File: config.mk
export PLATFORM = sky130hd
export DESIGN_NAME = irep_ctrl
export DESIGN_NICKNAME = d
export VERILOG_FILES = /design/src/rtl/irep_pkg.sv /design/src/rtl/irep_src_sel.sv /design/src/rtl/irep_state.sv /design/src/rtl/irep_counter.sv /design/src/rtl/irep_ctrl.sv
export SDC_FILE = /design/constraint.sdc
export NUM_CORES = 1
export LEC_CHECK = 0
export ABC_AREA = 1
export BUFFER_PORTS_ARGS = -buffer_cell sky130_fd_sc_hd__buf_2
export CAP_MARGIN = 20
export CORE_ASPECT_RATIO = 1.25
export CORE_MARGIN = 5
export CORE_UTILIZATION = 51
export DETAILED_ROUTE_END_ITERATION = 6
export PLACE_DENSITY = 0.83
export SYNTH_ARGS = -nofsm -noshare
export SYNTH_HDL_FRONTEND = slang
export SYNTH_SLANG_ARGS = --single-unit
File: constraint.sdc
create_clock -name clk -period 3.8 [get_ports clk]
set_input_delay 0.19 -clock clk [delete_from_list [all_inputs] [get_ports clk]]
set_output_delay 0.19 -clock clk [all_outputs]
set_load 0.005 [all_outputs]
File: src/rtl/irep_pkg.sv
package irep_pkg;

   typedef enum logic [0:0] {
      ST_IDLE = 1'b0,
      ST_RUN  = 1'b1
   } irep_state_e;

   typedef enum logic [1:0] {
      SRC_NONE = 2'd0,
      SRC_MEM  = 2'd1,
      SRC_IMM  = 2'd2
   } irep_src_e;

   localparam int unsigned IREP_MAX_W = 16;

endpackage

File: src/rtl/irep_src_sel.sv
module irep_src_sel
   import irep_pkg::*;
#(
   parameter int unsigned CNT_W     = 8,
   parameter bit          MEM_FIRST = 1'b1
) (
   input  logic             ld_mem,
   input  logic [CNT_W-1:0] mem_val,
   input  logic             ld_imm,
   input  logic [CNT_W-1:0] imm_val,
   output logic             load_req,
   output logic [CNT_W-1:0] load_val
);

   irep_src_e src;

   generate
      if (MEM_FIRST) begin : g_mem_first
         always_comb begin
            if (ld_mem)      src = SRC_MEM;
            else if (ld_imm) src = SRC_IMM;
            else             src = SRC_NONE;
         end
      end else begin : g_imm_first
         always_comb begin
            if (ld_imm)      src = SRC_IMM;
            else if (ld_mem) src = SRC_MEM;
            else             src = SRC_NONE;
         end
      end
   endgenerate

   always_comb begin
      load_req = (src != SRC_NONE);
      case (src)
         SRC_MEM: load_val = mem_val;
         SRC_IMM: load_val = imm_val;
         default: load_val = '0;
      endcase
   end

endmodule

File: src/rtl/irep_state.sv
module irep_state
   import irep_pkg::*;
(
   input  logic clk,
   input  logic rst_n,
   input  logic load_req,
   input  logic done,
   input  logic cnt_zero,
   output logic take_load,
   output logic advance,
   output logic active
);

   irep_state_e st_q, st_d;

   always_comb begin
      st_d = st_q;
      case (st_q)
         ST_IDLE: if (load_req)         st_d = ST_RUN;
         ST_RUN:  if (done && cnt_zero) st_d = ST_IDLE;
         default:                       st_d = ST_IDLE;
      endcase
   end

   always_ff @(posedge clk or negedge rst_n) begin
      if (!rst_n) st_q <= ST_IDLE;
      else        st_q <= st_d;
   end

   assign active    = (st_q == ST_RUN);
   assign take_load = (st_q == ST_IDLE) && load_req;
   assign advance   = (st_q == ST_RUN) && done;

endmodule

File: src/rtl/irep_counter.sv
module irep_counter #(
   parameter int unsigned CNT_W = 8
) (
   input  logic             clk,
   input  logic             rst_n,
   input  logic             take_load,
   input  logic [CNT_W-1:0] load_val,
   input  logic             advance,
   output logic [CNT_W-1:0] cnt,
   output logic             cnt_zero
);

   localparam logic [CNT_W-1:0] ONE = CNT_W'(1);

   logic [CNT_W-1:0] cnt_q;

   always_ff @(posedge clk or negedge rst_n) begin
      if (!rst_n)                     cnt_q <= '0;
      else if (take_load)             cnt_q <= load_val;
      else if (advance && !cnt_zero)  cnt_q <= cnt_q - ONE;
   end

   assign cnt      = cnt_q;
   assign cnt_zero = (cnt_q == '0);

endmodule

File: src/rtl/irep_ctrl.sv
module irep_ctrl
   import irep_pkg::*;
#(
   parameter int unsigned CNT_W     = 8,
   parameter bit          MEM_FIRST = 1'b1
) (
   input  logic             clk,
   input  logic             rst_n,
   input  logic             ld_mem_i,
   input  logic [CNT_W-1:0] mem_val_i,
   input  logic             ld_imm_i,
   input  logic [CNT_W-1:0] imm_val_i,
   input  logic             done_i,
   output logic             rpt_active_o,
   output logic             pc_hold_o,
   output logic             single_cyc_o,
   output logic [CNT_W-1:0] count_o
);

   generate
      if (CNT_W < 1 || CNT_W > IREP_MAX_W) begin : g_bad_width
         $error("irep_ctrl: CNT_W out of range");
      end
   endgenerate

   logic             load_req;
   logic [CNT_W-1:0] load_val;
   logic             take_load;
   logic             advance;
   logic             active;
   logic             cnt_zero;
   logic [CNT_W-1:0] cnt;

   irep_src_sel #(.CNT_W(CNT_W), .MEM_FIRST(MEM_FIRST)) u_sel (
      .ld_mem   (ld_mem_i),
      .mem_val  (mem_val_i),
      .ld_imm   (ld_imm_i),
      .imm_val  (imm_val_i),
      .load_req (load_req),
      .load_val (load_val)
   );

   irep_state u_state (
      .clk       (clk),
      .rst_n     (rst_n),
      .load_req  (load_req),
      .done      (done_i),
      .cnt_zero  (cnt_zero),
      .take_load (take_load),
      .advance   (advance),
      .active    (active)
   );

   irep_counter #(.CNT_W(CNT_W)) u_cnt (
      .clk       (clk),
      .rst_n     (rst_n),
      .take_load (take_load),
      .load_val  (load_val),
      .advance   (advance),
      .cnt       (cnt),
      .cnt_zero  (cnt_zero)
   );

   assign rpt_active_o = active;
   assign pc_hold_o    = active && !cnt_zero;
   assign single_cyc_o = active;
   assign count_o      = cnt;

endmodule

# Word level (Yosys, flattened, before mapping)
# Index checks and enable logic that the tools add are counted.
[op_classes]
addsub = 1
eq_ne = 2
mux = 8
bitwise = 1
n_reduce_logical = 9
[ops]
columns = ["op", "count"]
rows = [
  ["two-way mux 8 bit", 2],
  ["case mux 8 bit (2 select lines)", 1],
  ["logical NOT 8 bit", 1],
  ["subtractor 8 x 1 -> 8 bit, second input constant", 1],
  ["logical AND 1 bit", 5],
  ["two-way mux 2 bit", 2],
  ["nonzero test 2 bit", 2],
  ["equality test 2 x 1 -> 1 bit, second input constant", 1],
  ["equality test 2 bit, second input constant", 1],
  ["two-way mux 1 bit", 2],
  ["case mux 1 bit (2 select lines)", 1],
  ["logical NOT 1 bit", 1],
  ["inverter 1 bit", 1],
]
[word_totals]
reg_bits = 9
inputBits = 21
output_inout_bits = 11
elab_cells = 23

# Longest topological paths before layout
# Gate-level depths: netlist of the first run.
[depth]
depth_word = 5
mapped_depth = 10
ltp_nobuf = 10

# Modules after synthesis
# From an unflattened synthesis of the first run, not the netlist that was laid out.
[unflattened]
cells_unflattened = 133
hier_area_um2 = 804.5
[by_module_without_submodules]
columns = ["mod", "instances", "cells_per_inst", "area_each_um2", "seq_area_each_um2"]
rows = [
  ["irep_counter", 1, 93, 596.8, 200.2],
  ["irep_src_sel", 1, 28, 132.6, 0.0],
  ["irep_state", 1, 9, 57.6, 25.0],
  ["irep_ctrl", 1, 3, 17.5, 0.0],
]

# Worst setup path after synthesis of the first run
# Ideal clock, no wire load.
[synth_path]
path_type = "register -> register"
startpoint = "reg u_cnt.cnt_q[1] (netlist: u_cnt.cnt[1])"
endpoint = "reg u_cnt.cnt_q[2] (netlist: u_cnt.cnt[2])"
arrival_ns = 1.297
required_ns = 3.682
slack_ns = 2.386
path_stages_with_launch = 11
n_path_buf = 1
path_cell_list = "dfrtp_1 inv_1 ha_1 nand2_1 nor2_1 nand2_2 nand2_4 nand2_4 buf_6 nand2_1 o21ai_2"
[synth_between]
elab_chain_len = 4
elab_cells_between_ends = 7
classes_between = "1 x add/sub; 2 x mux; 4 x reduce/logical"
[synth_rtl]
columns = ["element", "line", "rtl"]
rows = [
  ["start: declaration", "irep_counter.sv:15", "logic [CNT_W-1:0] cnt_q;"],
  ["start signal: assignment", "irep_counter.sv:19", "else if (take_load) cnt_q <= load_val;"],
  ["start signal: assignment", "irep_counter.sv:20", "else if (advance && !cnt_zero) cnt_q <= cnt_q - ONE;"],
  ["parallel branches: the longest is 4 deep, another holds subtractor 8 x 1 -> 8 bit", "n/a", ""],
]
# Parallel ways; which one is timed is not known. The select of a mux whose other input is x is not followed.
# A chain may end at the register's enable or synchronous reset.

# Worst setup path in the final report of the first run
[layout_path]
startpoint = "reg u_cnt.cnt_q[1] (netlist: u_cnt.cnt[1])"
endpoint = "out pc_hold_o"
[layout_between]
elab_chain_len = 3
[layout_rtl]
columns = ["element", "line", "rtl"]
rows = [
  ["logical NOT 8 bit", "irep_counter.sv:24", "assign cnt_zero = (cnt_q == '0);"],
  ["logical NOT 1 bit", "irep_ctrl.sv:65", "assign pc_hold_o = active && !cnt_zero;"],
  ["logical AND 1 bit", "irep_ctrl.sv:65", ""],
  ["end: declaration", "irep_ctrl.sv:15", "output logic pc_hold_o,"],
]
# No other way between the ends.

==> results of run 1 <==
[cell usage in the layout, fill, tap and decap left out, drive strengths merged, types with 2 or more instances in the layout]
cell type  netlist  routed
dfrtp            9       9
nand4            2       2
ha               2       2
nor2             6       6
o21ai            9       9
buf              6      31
inv             11      11
nand2           57      57
nand3           15      15
nor3             2       2
clkbuf           0       4
a21oi            3       3
[kinds of logic after synthesis]
kind of cell / share of synthesized area (%)
flip-flops: 27.0
adder cells (fa/ha/maj): 3.00
buffers and inverters: 11.7
XOR/XNOR: 1.05
AO/OA/AOI/OAI: 11.3
AND/OR/NAND/NOR: 45.9
[area by class of cell]
class,count,area (sq um),area share (%)
well taps,18,22.5,2.27
flip-flops and latches,9,225,22.7
clock buffers,4,26.3,2.65
multi-input cells,99,510,51.5
repair buffers,32,165,16.7
inverters,11,41.3,4.17
[metrics by stage]
stage / utilization (%) / power, mW / hold WS (ps)
final: 63.5 / 0.708 / 77.7
after CTS: 63.5 / 0.709 / 80.4
after floorplan: - / 0.524 / -106
after global placement: 61.1 / 0.614 / 55.0
after global routing: 63.5 / 0.771 / 109
after detailed placement: 61.1 / 0.627 / 58.4
[timing repair]
item / CTS / global route
hold buffers: 1 / 0
resized for setup: 0 / 0
endpoints found under the hold margin: 9 / 0
[cell usage after synthesis]
| master | instances |
|---|---|
| nor3_2 | 1 |
| ha_1 | 2 |
| nand2_1 | 53 |
| o21ai_0 | 1 |
| nand3_1 | 15 |
| nand2_2 | 2 |
| nor2_1 | 4 |
| buf_6 | 3 |
| o21ai_2 | 4 |
| nor2_2 | 2 |
| inv_2 | 4 |
| buf_4 | 3 |
| a21oi_1 | 3 |
| inv_1 | 7 |
| o21ai_1 | 3 |
| dfrtp_1 | 9 |
| nor3_4 | 1 |
| xnor2_1 | 1 |
| nand3b_1 | 1 |
| o21bai_1 | 1 |
| o21ai_4 | 1 |
| nand4_1 | 2 |
| nand2_4 | 2 |
[path summary, 6_finish.rpt]
kind	cells after the start	start	slack, ps	to
setup / recovery	6	u_cnt.cnt[1]	2150	pc_hold_o
hold / removal	2	done_i	80	u_state.active
setup reg to reg	9	u_cnt.cnt[1]	2280	u_cnt.cnt[2]
hold reg to reg	2	u_cnt.cnt[7]	510	u_cnt.cnt[7]
max in group asynchronous	2	rst_n	3320	u_cnt.cnt[7]
min in group asynchronous	2	rst_n	290	u_state.active
[state kept, by name, indices dropped and copies added (netlist names)]
name and flops:
u_cnt.cnt 8, u_state.active 1
[power by group through the flow]
| stage | clock network (mW) | registers (mW) | logic, mW |
|---|---|---|---|
| 6_report | 0.0823 | 0.196 | 0.429 |
| 5_1_grt | 0.0825 | 0.202 | 0.486 |
| 4_1_cts | 0.0815 | 0.195 | 0.432 |
| 3_5_place_dp | 0 | 0.197 | 0.430 |
| 3_3_place_gp | 0 | 0.196 | 0.418 |
| 2_1_floorplan | 0 | 0.194 | 0.329 |
[metal layers]
layer	vias to the layer above	wire, microns	GRT usage (%)
met5	-	0	0
li1	459	-	-
met2	35	902	30.0
met3	5	146	1.29
met1	373	885	22.2
met4	0	62	12.8
[critical path, cell delays in order, from the launching register on]
cell and delay [ps]:
dfrtp_1 400, inv_1 130, ha_1 160, nand2_1 50, nor2_1 180, a21oi_1 120
buf_2 140
==> impl_metrics.py, run 1 <==
metrics = {
    "status": {
        "status": "complete, no violations",
    },
    "clocking": {
        "cts.htree.levels": 1,
        "clk_latency_ps": 280,
        "cts_tree": "yes",
        "clockBufferDepth": 2,
        "numCtsBuffers": 3,
        "clk_pin_slew_ps": 70,
        "clockRootBuffer": "clkbuf_4",
        "cts_setup_buffers": 0,
        "cts.sinks": 9,
    },
    "yosys": {
        "synth_fp_nets": 148,
        "yosysWarnings": 0,
        "ys_seq_elements": 9,
        "syn_area_per_cell_sq_um": 6.67,
        "synth_cell_types": 23,
        "seq_area_frac_synth_pct": 27.0,
        "synth_area_sq_um": 833,
        "synthCells": 125,
        "synth_top_cell_by_area": "dfrtp_1",
        "synth_area_leaders": "dfrtp_1 (27%), nand2_1 (24%), nand3_1 (9.0%)",
        "synth_top_area_share_pct": 27.0,
    },
    "route": {
        "wire_per_inst_microns": 11.5,
        "dr.first_iter.drc_count": 15,
        "ant_nets": 0,
        "vias": 872,
        "drc": 0,
        "firstDrtPassIters": 4,
        "via_per_inst": 5.04,
        "wirelength_mm": 2.00,
    },
    "sta": {
        "fmax_ghz": 0.605,
        "fin_crit_sh_pct": 43.5,
        "final_max_slew_viol_count": 0,
        "fin_skew_ps": 8.95,
        "rsz0062_at_grt": "no",
        "slew_headroom_pct": 71.5,
        "hold_violations": 0,
        "period_minus_slack_ps": 1650,
        "fin_ws_ps": 2150,
        "setup_violations": 0,
        "tns_ps": 0,
        "tightest_slew_ps": 426,
    },
    "floorplanning": {
        "num_rows": 16,
        "start_util_pct": 53.4,
        "die_area_sq_mm": 0.00255,
        "core_sq_mm": 0.00156,
        "die_h_microns": 55.2,
        "io_pins": 32,
        "die_w_microns": 46.2,
    },
    "layout": {
        "final_cell_area_sq_um": 991,
        "stdcell_count": 173,
        "nets": 179,
        "drive_gt1_share_pct": 32.9,
        "n_fill_cell": 144,
        "area_growth_syn_to_layout_pct": 18.9,
        "antenna_cells": 0,
    },
    "power_and_ir_drop": {
        "combPwrFrac_pct": 60.7,
        "p_int_uw": 357,
        "p_sw_uw": 351,
        "cellLeakagePower_nw": 0.558,
        "power.share.clock_pct": 11.6,
        "netSwitchingFraction_pct": 49.6,
        "power_frac_seq_pct": 27.7,
        "ir_worst_vdd_uv": 315,
        "p_per_area_mw_per_mm2": 714,
    },
    "placement": {
        "gp_congestion": 0.780,
        "hpwlAfterDp_mm": 1.61,
        "post_dp_cell_area_sq_um": 955,
        "port_buffers": 31,
        "post-place-cells": 168,
        "pre_cts_ws_ps": 2320,
    },
    "critical_path": {
        "crit_path_end_kind": "output pin",
        "cp-start-kind": "register",
        "critPathArrivalTime_ps": 1460,
        "worst-path-max-fanout": 5,
        "critPathRequiredTime_ps": 3610,
        "crit_type": "reg -> out",
    },
    "grt": {
        "grt_usage_pct": 18.3,
        "grt_pass1_wl_mm": 3.26,
        "antenna_found_initial": 0,
        "grt_pass1_vias": 782,
        "globalRouteOverflowTotal": 0,
        "grt_max_degree": 15,
    },
    "job": {
        "drv_cap": 0,
    },
    "worst_hold_path": {
        "hold_class": "in -> reg",
    },
}
Note: power is estimated with default switching activity, not from simulation.
==> inputs of run 2 (changes only) <==
- CORE_UTILIZATION: 51 -> 48
- PLACE_DENSITY: 0.83 -> 0.79
- clock period: 3.8 -> 1.6 ns (I/O delays scaled with it)
==> run 2 against run 1 <==
  * Combinational power is 140% higher
  * Sequential share of layout area is 0.31 points lower
  * Largest power group unchanged
  * Final area is 1.4% higher
  * Clock-buffer cell count is 1 lower
==> impl_metrics.py, run 2 (synthesized netlist as in run 1, its figures left out) <==
metrics = {
    "sta": {
        "fin_skew_ps": 16.2,
        "period_minus_slack_ps": 1500,
        "holdWs_ps": 196,
        "slew_headroom_pct": 72.0,
        "final_max_slew_viol_count": 0,
        "fmax_ghz": 0.666,
        "tightest_slew_ps": 418,
        "tns_ps": 0,
        "fin_crit_sh_pct": 93.9,
        "setup_violations": 0,
        "rsz0062_at_grt": "no",
        "hold_violations": 0,
    },
    "critical_path": {
        "startpoint": "u_cnt.cnt[0]",
        "worst-path-max-fanout": 6,
        "crit_type": "reg -> out",
        "r2r-start": "u_cnt.cnt[0]",
        "crit_path_end_kind": "output pin",
        "critPathRequiredTime_ps": 1520,
        "cp-start-kind": "register",
        "critPathArrivalTime_ps": 1420,
    },
    "worst_hold_path": {
        "hold_class": "in -> async",
    },
    "route": {
        "wirelength_mm": 2.06,
        "via_per_inst": 5.19,
        "vias": 903,
        "dr.first_iter.drc_count": 10,
        "firstDrtPassIters": 4,
        "ant_nets": 0,
        "wire_per_inst_microns": 11.8,
        "drc": 0,
    },
    "placement": {
        "hpwlAfterDp_mm": 1.67,
        "post_dp_cell_area_sq_um": 955,
        "port_buffers": 31,
        "post-place-cells": 168,
        "gp_congestion": 0.816,
    },
    "grt": {
        "antenna_found_initial": 0,
        "globalRouteOverflowTotal": 0,
        "met1_usage_pct": 20.0,
        "grtUsageMet3_pct": 1.60,
        "grt_pass1_wl_mm": 3.49,
        "grt_pass1_vias": 880,
        "busiest_layer": "met2",
        "grt_usage_pct": 17.3,
        "grt_max_degree": 15,
        "grtUsageMet2_pct": 29.1,
    },
    "layout": {
        "area_growth_syn_to_layout_pct": 20.6,
        "largest_register_ffs": 8,
        "stdcell_count": 174,
        "layout_common_cells": "nand2_1 (53), buf_2 (31), nand3_1 (15), dfrtp_1 (9), inv_1 (6)",
        "drive_gt1_share_pct": 34.6,
        "finish.utilization_pct": 62.7,
        "antenna_cells": 0,
        "final_cell_area_sq_mm": 0.00100,
        "nets": 180,
        "final_common_cell": "nand2_1",
        "n_fill_cell": 170,
    },
    "power_and_ir_drop": {
        "p_per_area_mw_per_mm2": 1680,
        "cellLeakagePower_nw": 0.564,
        "ir_worst_vdd_uv": 811,
    },
    "floorplanning": {
        "io_pins": 32,
        "die_h_microns": 56.6,
        "start_util_pct": 52.0,
        "die_area_sq_mm": 0.00267,
        "core_sq_mm": 0.00160,
        "die_w_microns": 47.3,
        "num_rows": 16,
    },
    "clocking": {
        "clockBufferDepth": 2,
        "clk_latency_ps": 270,
        "cts_tree": "yes",
        "cts.sinks": 9,
        "cts.htree.levels": 1,
        "clk_pin_slew_ps": 80,
        "numCtsBuffers": 3,
        "clockRootBuffer": "clkbuf_4",
    },
    "status": {
        "status": "complete, no violations",
    },
    "job": {
        "drv_cap": 0,
    },
}
run 2: where the power goes:
group | switching, mW | internal [mW] | leakage, nW | total, mW
clock network | 0.0890 | 0.0922 | 0.0177 | 0.181
logic | 0.615 | 0.423 | 0.438 | 1.04
registers | 0.134 | 0.332 | 0.109 | 0.467
run 2: worst max-delay path: stages (launching register included):
cell and delay, ps:
dfrtp_1 380, inv_2 80, ha_1 200, nand2_1 80
nor2_2 50, a21oi_1 210, buf_2 150
run 2: cell type report:
class	instances	area [sq um]	area share, %
multi-input combinational	99	513	51.1
sequential	9	225	22.4
timing repair buffer	33	175	17.4
inverter	11	41.3	4.11
clock buffer	3	22.5	2.24
tap	18	22.5	2.24
clock inverter	1	5.00	0.498
run 2: what timing repair did:
item,CTS,global route
buffers inserted,0,0
endpoints found under the hold margin,10,0
resized for setup,0,2
hold buffers,2,0
endpoints found under the setup margin,0,9
run 2: final timing paths:
| check | cells past startpoint | slack (ps) | end |
|---|---|---|---|
| max in group asynchronous | 2 | 1200 | u_state.active |
| min in group clk | 7 | 210 | u_cnt.cnt[6] |
| worst min register to register | 2 | 500 | u_cnt.cnt[7] |
| worst max-delay path | 6 | 100 | pc_hold_o |
| worst min-delay path | 2 | 200 | u_cnt.cnt[0] |
| worst max register to register | 9 | 150 | u_cnt.cnt[7] |
run 2: layer usage:
layer / share of wire (%) / vias to the layer above
met5: 0 / -
met2: 51 / 37
met4: 1.9 / 0
met3: 7.1 / 4
met1: 40 / 403
li1: - / 459
run 2: metrics by stage:
step                setup WS, ps  power, mW
floorplan                    186       1.24
detailed placement           125       1.49
global placement             178       1.45
CTS                         71.7       1.68
global route                14.6       1.85
finish                      97.8       1.69
